<file path="config.mk">
export PLATFORM = sky130hd
export DESIGN_NAME = nvm_ctrl_reg
export DESIGN_NICKNAME = d
export VERILOG_FILES = /design/src/rtl/nvm_pkg.sv /design/src/rtl/nvm_sel_reg.sv /design/src/rtl/nvm_wr_seq.sv /design/src/rtl/nvm_rd_seq.sv /design/src/rtl/nvm_ctrl_reg.sv
export SDC_FILE = /design/constraint.sdc
export NUM_CORES = 1
export LEC_CHECK = 0
export BUFFER_PORTS_ARGS = -buffer_cell sky130_fd_sc_hd__buf_2
export CORE_MARGIN = 10
export CORE_UTILIZATION = 30
export DETAILED_ROUTE_END_ITERATION = 6
export PLACE_DENSITY = 0.61
export REMOVE_ABC_BUFFERS = 1
export SYNTH_ARGS = -nofsm -noshare
export SYNTH_HDL_FRONTEND = slang
export SYNTH_HIERARCHICAL = 1
export SYNTH_SLANG_ARGS = --single-unit
export TNS_END_PERCENT = 5
</file>
<file path="constraint.sdc">
create_clock -name clk -period 2.37 [get_ports clk]
set_clock_uncertainty 0.1 [all_clocks]
set_input_delay 0.474 -clock clk [delete_from_list [all_inputs] [get_ports clk]]
set_output_delay 0.474 -clock clk [all_outputs]
set_load 0.1 [all_outputs]
</file>
<file path="src/rtl/nvm_pkg.sv">
// Package: shared bit positions and types for the nonvolatile memory
// control register. Positions are fixed because software decodes them.
package nvm_pkg;
    localparam int unsigned REG_W   = 8;
    localparam int unsigned B_FLASH = 7;
    localparam int unsigned B_CFG   = 6;
    localparam int unsigned B_RSVD  = 5;
    localparam int unsigned B_ERASE = 4;
    localparam int unsigned B_ERR   = 3;
    localparam int unsigned B_WREN  = 2;
    localparam int unsigned B_WR    = 1;
    localparam int unsigned B_RD    = 0;

    typedef struct packed {
        logic flash;
        logic cfg;
    } nvm_sel_t;
endpackage

</file>
<file path="src/rtl/nvm_sel_reg.sv">
// Module: target-select bits.
// Holds the flash and configuration selects. Bus writes are taken only
// when no write is busy and no warm reset is present. Also outputs the
// value these bits will hold after the current edge, for the read gate.
module nvm_sel_reg
    import nvm_pkg::*;
(
    input  logic     clk,
    input  logic     rst_n,
    input  logic     warm_rst,
    input  logic     sw_we,
    input  logic     busy,
    input  nvm_sel_t sw_sel,
    output nvm_sel_t sel_q,
    output nvm_sel_t sel_nxt
);
    // Next select value: a bus write applies only when the block is idle.
    always_comb begin
        sel_nxt = (sw_we && !busy && !warm_rst) ? sw_sel : sel_q;
    end

    // Select state register.
    always_ff @(posedge clk) begin
        if (!rst_n) sel_q <= '0;
        else        sel_q <= sel_nxt;
    end
endmodule

</file>
<file path="src/rtl/nvm_wr_seq.sv">
// Module: erase/write sequencer.
// Owns the erase enable, error flag, write enable and busy bit. It
// assumes be_done_i is a single-cycle pulse from the back end.
module nvm_wr_seq (
    input  logic clk,
    input  logic rst_n,
    input  logic warm_rst,
    input  logic sw_we,
    input  logic sw_erase,
    input  logic sw_err,
    input  logic sw_wren,
    input  logic sw_wr,
    input  logic be_done_i,
    output logic erase_q,
    output logic err_q,
    output logic wren_q,
    output logic wr_q,
    output logic wr_strobe
);
    logic start_ok;
    logic start_bad;

    // Classify a start request against the enable that is already stored.
    always_comb begin
        start_ok  = sw_we && sw_wr && !wr_q && wren_q;
        start_bad = sw_we && sw_wr && !wr_q && !wren_q;
    end

    // Sequencer state: warm reset, then bus write, then completion wins.
    always_ff @(posedge clk) begin
        if (!rst_n) begin
            erase_q   <= 1'b0;
            err_q     <= 1'b0;
            wren_q    <= 1'b0;
            wr_q      <= 1'b0;
            wr_strobe <= 1'b0;
        end else if (warm_rst) begin
            err_q     <= err_q | wr_q;
            erase_q   <= 1'b0;
            wren_q    <= 1'b0;
            wr_q      <= 1'b0;
            wr_strobe <= 1'b0;
        end else begin
            wr_strobe <= start_ok;
            if (sw_we) begin
                wren_q <= sw_wren;
                err_q  <= sw_err | start_bad;
                if (!wr_q) erase_q <= sw_erase;
            end
            if (start_ok) wr_q <= 1'b1;
            if (wr_q && be_done_i) begin
                wr_q    <= 1'b0;
                erase_q <= 1'b0;
                err_q   <= 1'b0;
            end
        end
    end
endmodule

</file>
<file path="src/rtl/nvm_rd_seq.sv">
// Module: read sequencer.
// Sets the read bit for one cycle on an accepted request. A request is
// refused while the resulting selects point at flash or configuration
// space, or while the bit is already set.
module nvm_rd_seq
    import nvm_pkg::*;
(
    input  logic     clk,
    input  logic     rst_n,
    input  logic     warm_rst,
    input  logic     sw_we,
    input  logic     sw_rd,
    input  nvm_sel_t sel_nxt,
    output logic     rd_q
);
    logic accept;

    // Read gate: only the data EEPROM space may be read through this bit.
    always_comb begin
        accept = sw_we && sw_rd && !rd_q && !sel_nxt.flash && !sel_nxt.cfg;
    end

    // Read bit: set on accept, cleared by hardware one cycle later.
    always_ff @(posedge clk) begin
        if (!rst_n)        rd_q <= 1'b0;
        else if (warm_rst) rd_q <= 1'b0;
        else               rd_q <= accept;
    end
endmodule

</file>
<file path="src/rtl/nvm_ctrl_reg.sv">
// Module: self-timed nonvolatile memory control register (top).
// Splits bus writes into fields, builds the read image and drives the
// back-end strobes. Assumes a single register-bus master and a
// synchronous warm reset input.
module nvm_ctrl_reg
    import nvm_pkg::*;
(
    input  logic             clk,
    input  logic             rst_n,
    input  logic             warm_rst,
    input  logic             reg_we,
    input  logic [REG_W-1:0] reg_wdata,
    output logic [REG_W-1:0] reg_rdata,
    output logic             sel_flash_o,
    output logic             sel_cfg_o,
    output logic             erase_op_o,
    output logic             wr_start_o,
    output logic             rd_start_o,
    input  logic             be_done_i
);
    nvm_sel_t sw_sel, sel_q, sel_nxt;
    logic     erase_q, err_q, wren_q, wr_q, wr_strobe, rd_q;
    logic     unused_rsvd;

    // Field split of the bus write data.
    always_comb begin
        sw_sel.flash = reg_wdata[B_FLASH];
        sw_sel.cfg   = reg_wdata[B_CFG];
    end
    assign unused_rsvd = reg_wdata[B_RSVD];

    nvm_sel_reg u_sel (
        .clk     (clk),
        .rst_n   (rst_n),
        .warm_rst(warm_rst),
        .sw_we   (reg_we),
        .busy    (wr_q),
        .sw_sel  (sw_sel),
        .sel_q   (sel_q),
        .sel_nxt (sel_nxt)
    );

    nvm_wr_seq u_wr (
        .clk      (clk),
        .rst_n    (rst_n),
        .warm_rst (warm_rst),
        .sw_we    (reg_we),
        .sw_erase (reg_wdata[B_ERASE]),
        .sw_err   (reg_wdata[B_ERR]),
        .sw_wren  (reg_wdata[B_WREN]),
        .sw_wr    (reg_wdata[B_WR]),
        .be_done_i(be_done_i),
        .erase_q  (erase_q),
        .err_q    (err_q),
        .wren_q   (wren_q),
        .wr_q     (wr_q),
        .wr_strobe(wr_strobe)
    );

    nvm_rd_seq u_rd (
        .clk     (clk),
        .rst_n   (rst_n),
        .warm_rst(warm_rst),
        .sw_we   (reg_we),
        .sw_rd   (reg_wdata[B_RD]),
        .sel_nxt (sel_nxt),
        .rd_q    (rd_q)
    );

    // Read image assembly; the reserved bit is tied low.
    always_comb begin
        reg_rdata          = '0;
        reg_rdata[B_FLASH] = sel_q.flash;
        reg_rdata[B_CFG]   = sel_q.cfg;
        reg_rdata[B_ERASE] = erase_q;
        reg_rdata[B_ERR]   = err_q;
        reg_rdata[B_WREN]  = wren_q;
        reg_rdata[B_WR]    = wr_q;
        reg_rdata[B_RD]    = rd_q;
    end

    // Back-end side outputs.
    assign sel_flash_o = sel_q.flash;
    assign sel_cfg_o   = sel_q.cfg;
    assign erase_op_o  = erase_q;
    assign wr_start_o  = wr_strobe;
    assign rd_start_o  = rd_q;
endmodule

</file>
# == Yosys cells after proc, flatten, opt, wreduce, memory -nomap -nowiden ==
# Cells that the tools add are included.
# word_totals
regBits,8
# classes
reduce_logical,21
muxes,4
bitwise_logic,4
# op_table
cell,count
$logic_and 1x1->1,11
$logic_not 1->1,6
$mux 1,3
$reduce_bool 3->1,1
$reduce_or 3->1,1
$mux 2,1
$not 1->1,2
$or 1x1->1,2
$reduce_and 2->1,1
$reduce_or 2->1,1

# == Depth between registers and ports, before layout ==
# depth
depth_word,7
ltp_mapped,4
ltp_nobuf,4

# == By module ==
# Netlist, hierarchy kept.
# modules_own_cells
module,cells_per_inst,area_each_um2,n_inst
nvm_wr_seq,23,221.5,1
nvm_sel_reg,11,116.4,1
nvm_ctrl_reg,9,63.8,1
nvm_rd_seq,4,43.8,1

# == Worst setup path after synthesis ==
# OpenSTA, ideal clock, no wires.
# synth_timing
path_type,reg-to-output
from,register u_wr.erase_q
to,output reg_rdata[4]
path_slack_ps,406
n_path_buf,1
arrival_time_ps,1390
path_stages_with_launch,2
path_cell_list,dfxtp_1 -> buf_4
# synth_lines
element,line_no,source
"start, declared",nvm_wr_seq.sv:14,"output logic erase_q,"
"start signal, assigned",nvm_wr_seq.sv:48,if (!wr_q) erase_q <= sw_erase;
"end, declared",nvm_ctrl_reg.sv:13,"output logic [REG_W-1:0] reg_rdata,"
# No word-level cell between the ends.

# == Worst setup path after layout ==
# layout_timing
from,register u_wr.wr_q
to,output reg_rdata[1]
# layout_lines
element,line_no,source
"start, declared",nvm_wr_seq.sv:17,"output logic wr_q,"
"start signal, assigned",nvm_wr_seq.sv:35,wr_q <= 1'b0;
"start signal, assigned",nvm_wr_seq.sv:41,wr_q <= 1'b0;
"start signal, assigned",nvm_wr_seq.sv:50,if (start_ok) wr_q <= 1'b1;
# No word-level cell between the ends.

==> summary.txt <==
Critical path
  – Slowest CP cell: dfxtp_1
  – CP Launch Type: register
  – Crit-path cells: buf_2
  – Delay-heaviest family, CP: flip-flops
  – R2R setup slack: 0.54 ns
  – Worst path buffer plus inverter count: 1
  – Crit Reg-Reg Startpoint: u_wr/wr_q$_SDFFE_PP0P_
  – R2r worst-path depth: 4
  – Critical path arrival: 1.26 ns
  – CP required: 1.80 ns
  – WS Path Type: register to output port
  – CP max stage delay: 0.51 ns
  – R2R Path End: u_rd/rd_q$_SDFF_PP0_
  – Crit end category: output port
  – Worst Path Max Fanout: 8

Final layout
  – Final nets: 81
  – Final Instance Count excl. Fillers: 81
  – Fill cells: 146
  – FF+latch area: 160 sq um
  – Layout cell share with drive strength beyond 1: 0.500
  – Antenna fix cells: 0
  – Layout Area Growth over Synthesis: 23.3%
  – Area of the multi-input gates: 225 sq um

Routing
  – Avg WL per Cell: 12.8 microns
  – DRT iter0 DRCs: 5
  – Via count: roughly 380
  – DRC errors left: 0
  – Post-DR vias/cell: 4.70
  – 1st-pass router iterations: 2
  – Final wirelength: ~1.0 mm
  – Final ANT Viol Nets: 0

Die
  – # rows: 13
  – Die Area: 0.00343 sq mm
  – I/O pin total: 26
  – Die width: 58.5 microns
  – Core area: 0.00135 sq mm
  – Die Height: roughly 59 microns
  – Initial Util: 0.330

Clock network
  – Clk buf depth: 2
  – Worst skew pair latency: about 0.25 ns
  – H-tree depth: 1
  – TritonCTS Sinks: 8
  – Post-CTS sizing: 0
  – CTS tree: built
  – CTS root buf: clkbuf_4
  – # hold bufs at CTS: 0
  – Num CTS Buffers: 3
  – Clk pin slew, worst setup/hold paths: roughly 0.060 ns
  – Setup repair bufs after CTS: 0

STA
  – FMAX: between 500 and 600 MHz
  – Crit share post-route: 0.775
  – Final hold violation count: 0
  – Minimum clock period: 1.84 ns
  – Hold slack: between 0.3 and 0.4 ns
  – Number of setup violations in the final report: 0
  – Max-slew violation count: 0
  – RSZ-0062 raised after global routing: no

Logic synthesis
  – Compound-cell area share of the yosys netlist: 0.0730
  – Proportion of synthesized area in mux cells: 0.166
  – Yosys cell types: 19
  – Post-synth top area share: 0.360
  – Synth Area in Adders: 0
  – Yosys warnings: 6
  – Simple-gate share of the synthesized area: 0.258
  – Synth cell count leaders: 8 x buf_4, 8 x dfxtp_1, 6 x nand2_1
  – Gate Count Post-Synth: 47
  – Syn avg cell area: 9.48 sq um
  – Sequential share of the synthesized area: 0.360
  – Post-synthesis xor/xnor area fraction: 0
  – Mapped Area: between 400 and 500 sq um
  – Synth async-reset ratio: 0
  – Largest family of logic cells by synthesized area: simple AND/OR/NAND/NOR gates
  – Synth area leaders: dfxtp_1 36%, buf_4 13%, mux2i_1 9.0%
  – Predominant post-synthesis flop cell: dfxtp_1
  – Cell taking the most area after synthesis: dfxtp_1
  – Yosys reg bits: 8
  – Post-synth EDFFs: 0

Job
  – Max-cap violations: 0

Pwr
  – Cell Int Power: 224 uW
  – Pwr/cell area: 646 mW/mm^2
  – Final total power: roughly 350 uW
  – Leak: ~0.28 nW
  – Max IR drop VDD: 235 uV
  – Clk pwr share: 0.299
  – Combinational share of power: 0.299
  – Reg power frac: 0.401
  – NetSw: 131 uW
  – Switching part of the total power: 0.370

Placement
  – Input/output buffers: 23
  – Routability cong.: 0.688
  – DP Cell Count: 78

Global routing
  – First-pass GRT wire length: 1.73 mm
  – Total GRT Usage: 0.0653
  – Antenna violations before repair: 0
  – Number of global-route vias before repair: 391
  – GRT Residual Overflow: 0
  – Largest net degree at the start of global routing: 9

Min path
  – Min-Delay Endpoint: u_rd/rd_q$_SDFF_PP0_
  – Hold_sp: reg_wdata[0]
  – Hold path depth: 3
  – Worst min-delay path category: primary input to register

Outcome
  – Status: completed
==> kinds of logic (layout without fill, tap and decap cells) <==
| group | Yosys count | in the layout |
|---|---|---|
| simple gates | 19 | 19 |
| flops | 8 | 8 |
| buf+inv | 8 | 27 |
| mux | 7 | 7 |
| compound gates | 4 | 4 |
| other cells | 1 | 1 |
==> power by group through the flow <==
stage | sequential (mW) | clock (mW) | combinational, mW
finish | 0.142 | 0.106 | 0.106
global route | 0.143 | 0.123 | 0.113
CTS | 0.143 | 0.110 | 0.107
detailed placement | 0.146 | 0 | 0.107
global placement | 0.145 | 0 | 0.106
floorplan | 0.199 | 0 | 0.0279
==> worst reg2reg max path, delay by kind of cell (launching register included) <==
kind	cells	cell delay [ns]
flip-flops	1	0.40
multiplexers	1	0.34
AND/OR/NAND/NOR	3	0.92
==> sequential cells by signal, summed over array words and instances, names as in the netlist <==
signal and flops:
u_sel/sel_q 2, u_wr/err_q 1, u_wr/erase_q 1, u_wr/wr_strobe 1, u_rd/rd_q 1, u_wr/wr_q 1
u_wr/wren_q 1
==> placed cells by master, fill, tap and decap left out <==
| cell | netlist | routed |
|---|---|---|
| clkbuf_4 | 0 | 3 |
| o22a_1 | 1 | 1 |
| nor2b_2 | 1 | 1 |
| nand2_1 | 6 | 6 |
| buf_4 | 8 | 1 |
| o311a_1 | 1 | 1 |
| and2b_1 | 1 | 1 |
| nor3_2 | 1 | 1 |
| a21oi_1 | 1 | 1 |
| buf_2 | 0 | 23 |
| nor2_1 | 4 | 4 |
| or4b_1 | 1 | 1 |
| a211o_1 | 1 | 1 |
| conb_1 | 1 | 1 |
| nor3_1 | 1 | 1 |
| mux2_2 | 3 | 3 |
| nand2b_1 | 2 | 2 |
| dfxtp_1 | 8 | 8 |
| mux2i_1 | 4 | 4 |
| nor3b_4 | 1 | 1 |
| nand3_1 | 1 | 1 |
==> routing by layer <==
metal	part of all wire	track usage
met5	0	0
met4	0	0.0403
met3	0.16	0.0579
met2	0.37	0.0774
met1	0.46	0.0738
==> worst max path at each step <==
stage | end | cells past startpoint | slack, ns | from
detailed placement | u_rd/rd_q$_SDFF_PP0_ | 5 | 0.30 | reg_we
floorplan | u_rd/rd_q$_SDFF_PP0_ | 3 | -0.007 | u_sel/sel_q[0]$_SDFF_PN0_
global route | u_rd/rd_q$_SDFF_PP0_ | 4 | 0.42 | u_wr/wr_q$_SDFFE_PP0P_
global placement | u_rd/rd_q$_SDFF_PP0_ | 5 | 0.31 | reg_we
CTS | u_rd/rd_q$_SDFF_PP0_ | 4 | 0.52 | u_wr/wr_q$_SDFFE_PP0P_
finish | reg_rdata[1] | 1 | 0.53 | u_wr/wr_q$_SDFFE_PP0P_
==> area by class of cell <==
class / instances / share of cell area
sequential: 8 / 0.292
multi-input combinational: 31 / 0.410
clock buffer: 3 / 0.0410
timing repair buffer: 24 / 0.223
tap: 15 / 0.0342
==> metrics by stage <==
step                       TNS, ns  setup WS, ns  area, sq um   util
final                            0         0.533          549  0.407
after global routing             0         0.423          549  0.407
after CTS                        0         0.519          549  0.407
after detailed placement         0         0.299          527  0.390
after global placement           0         0.306          527  0.390
after floorplan           -0.00706      -0.00706          385      -
(Power assumes the default switching activity.)
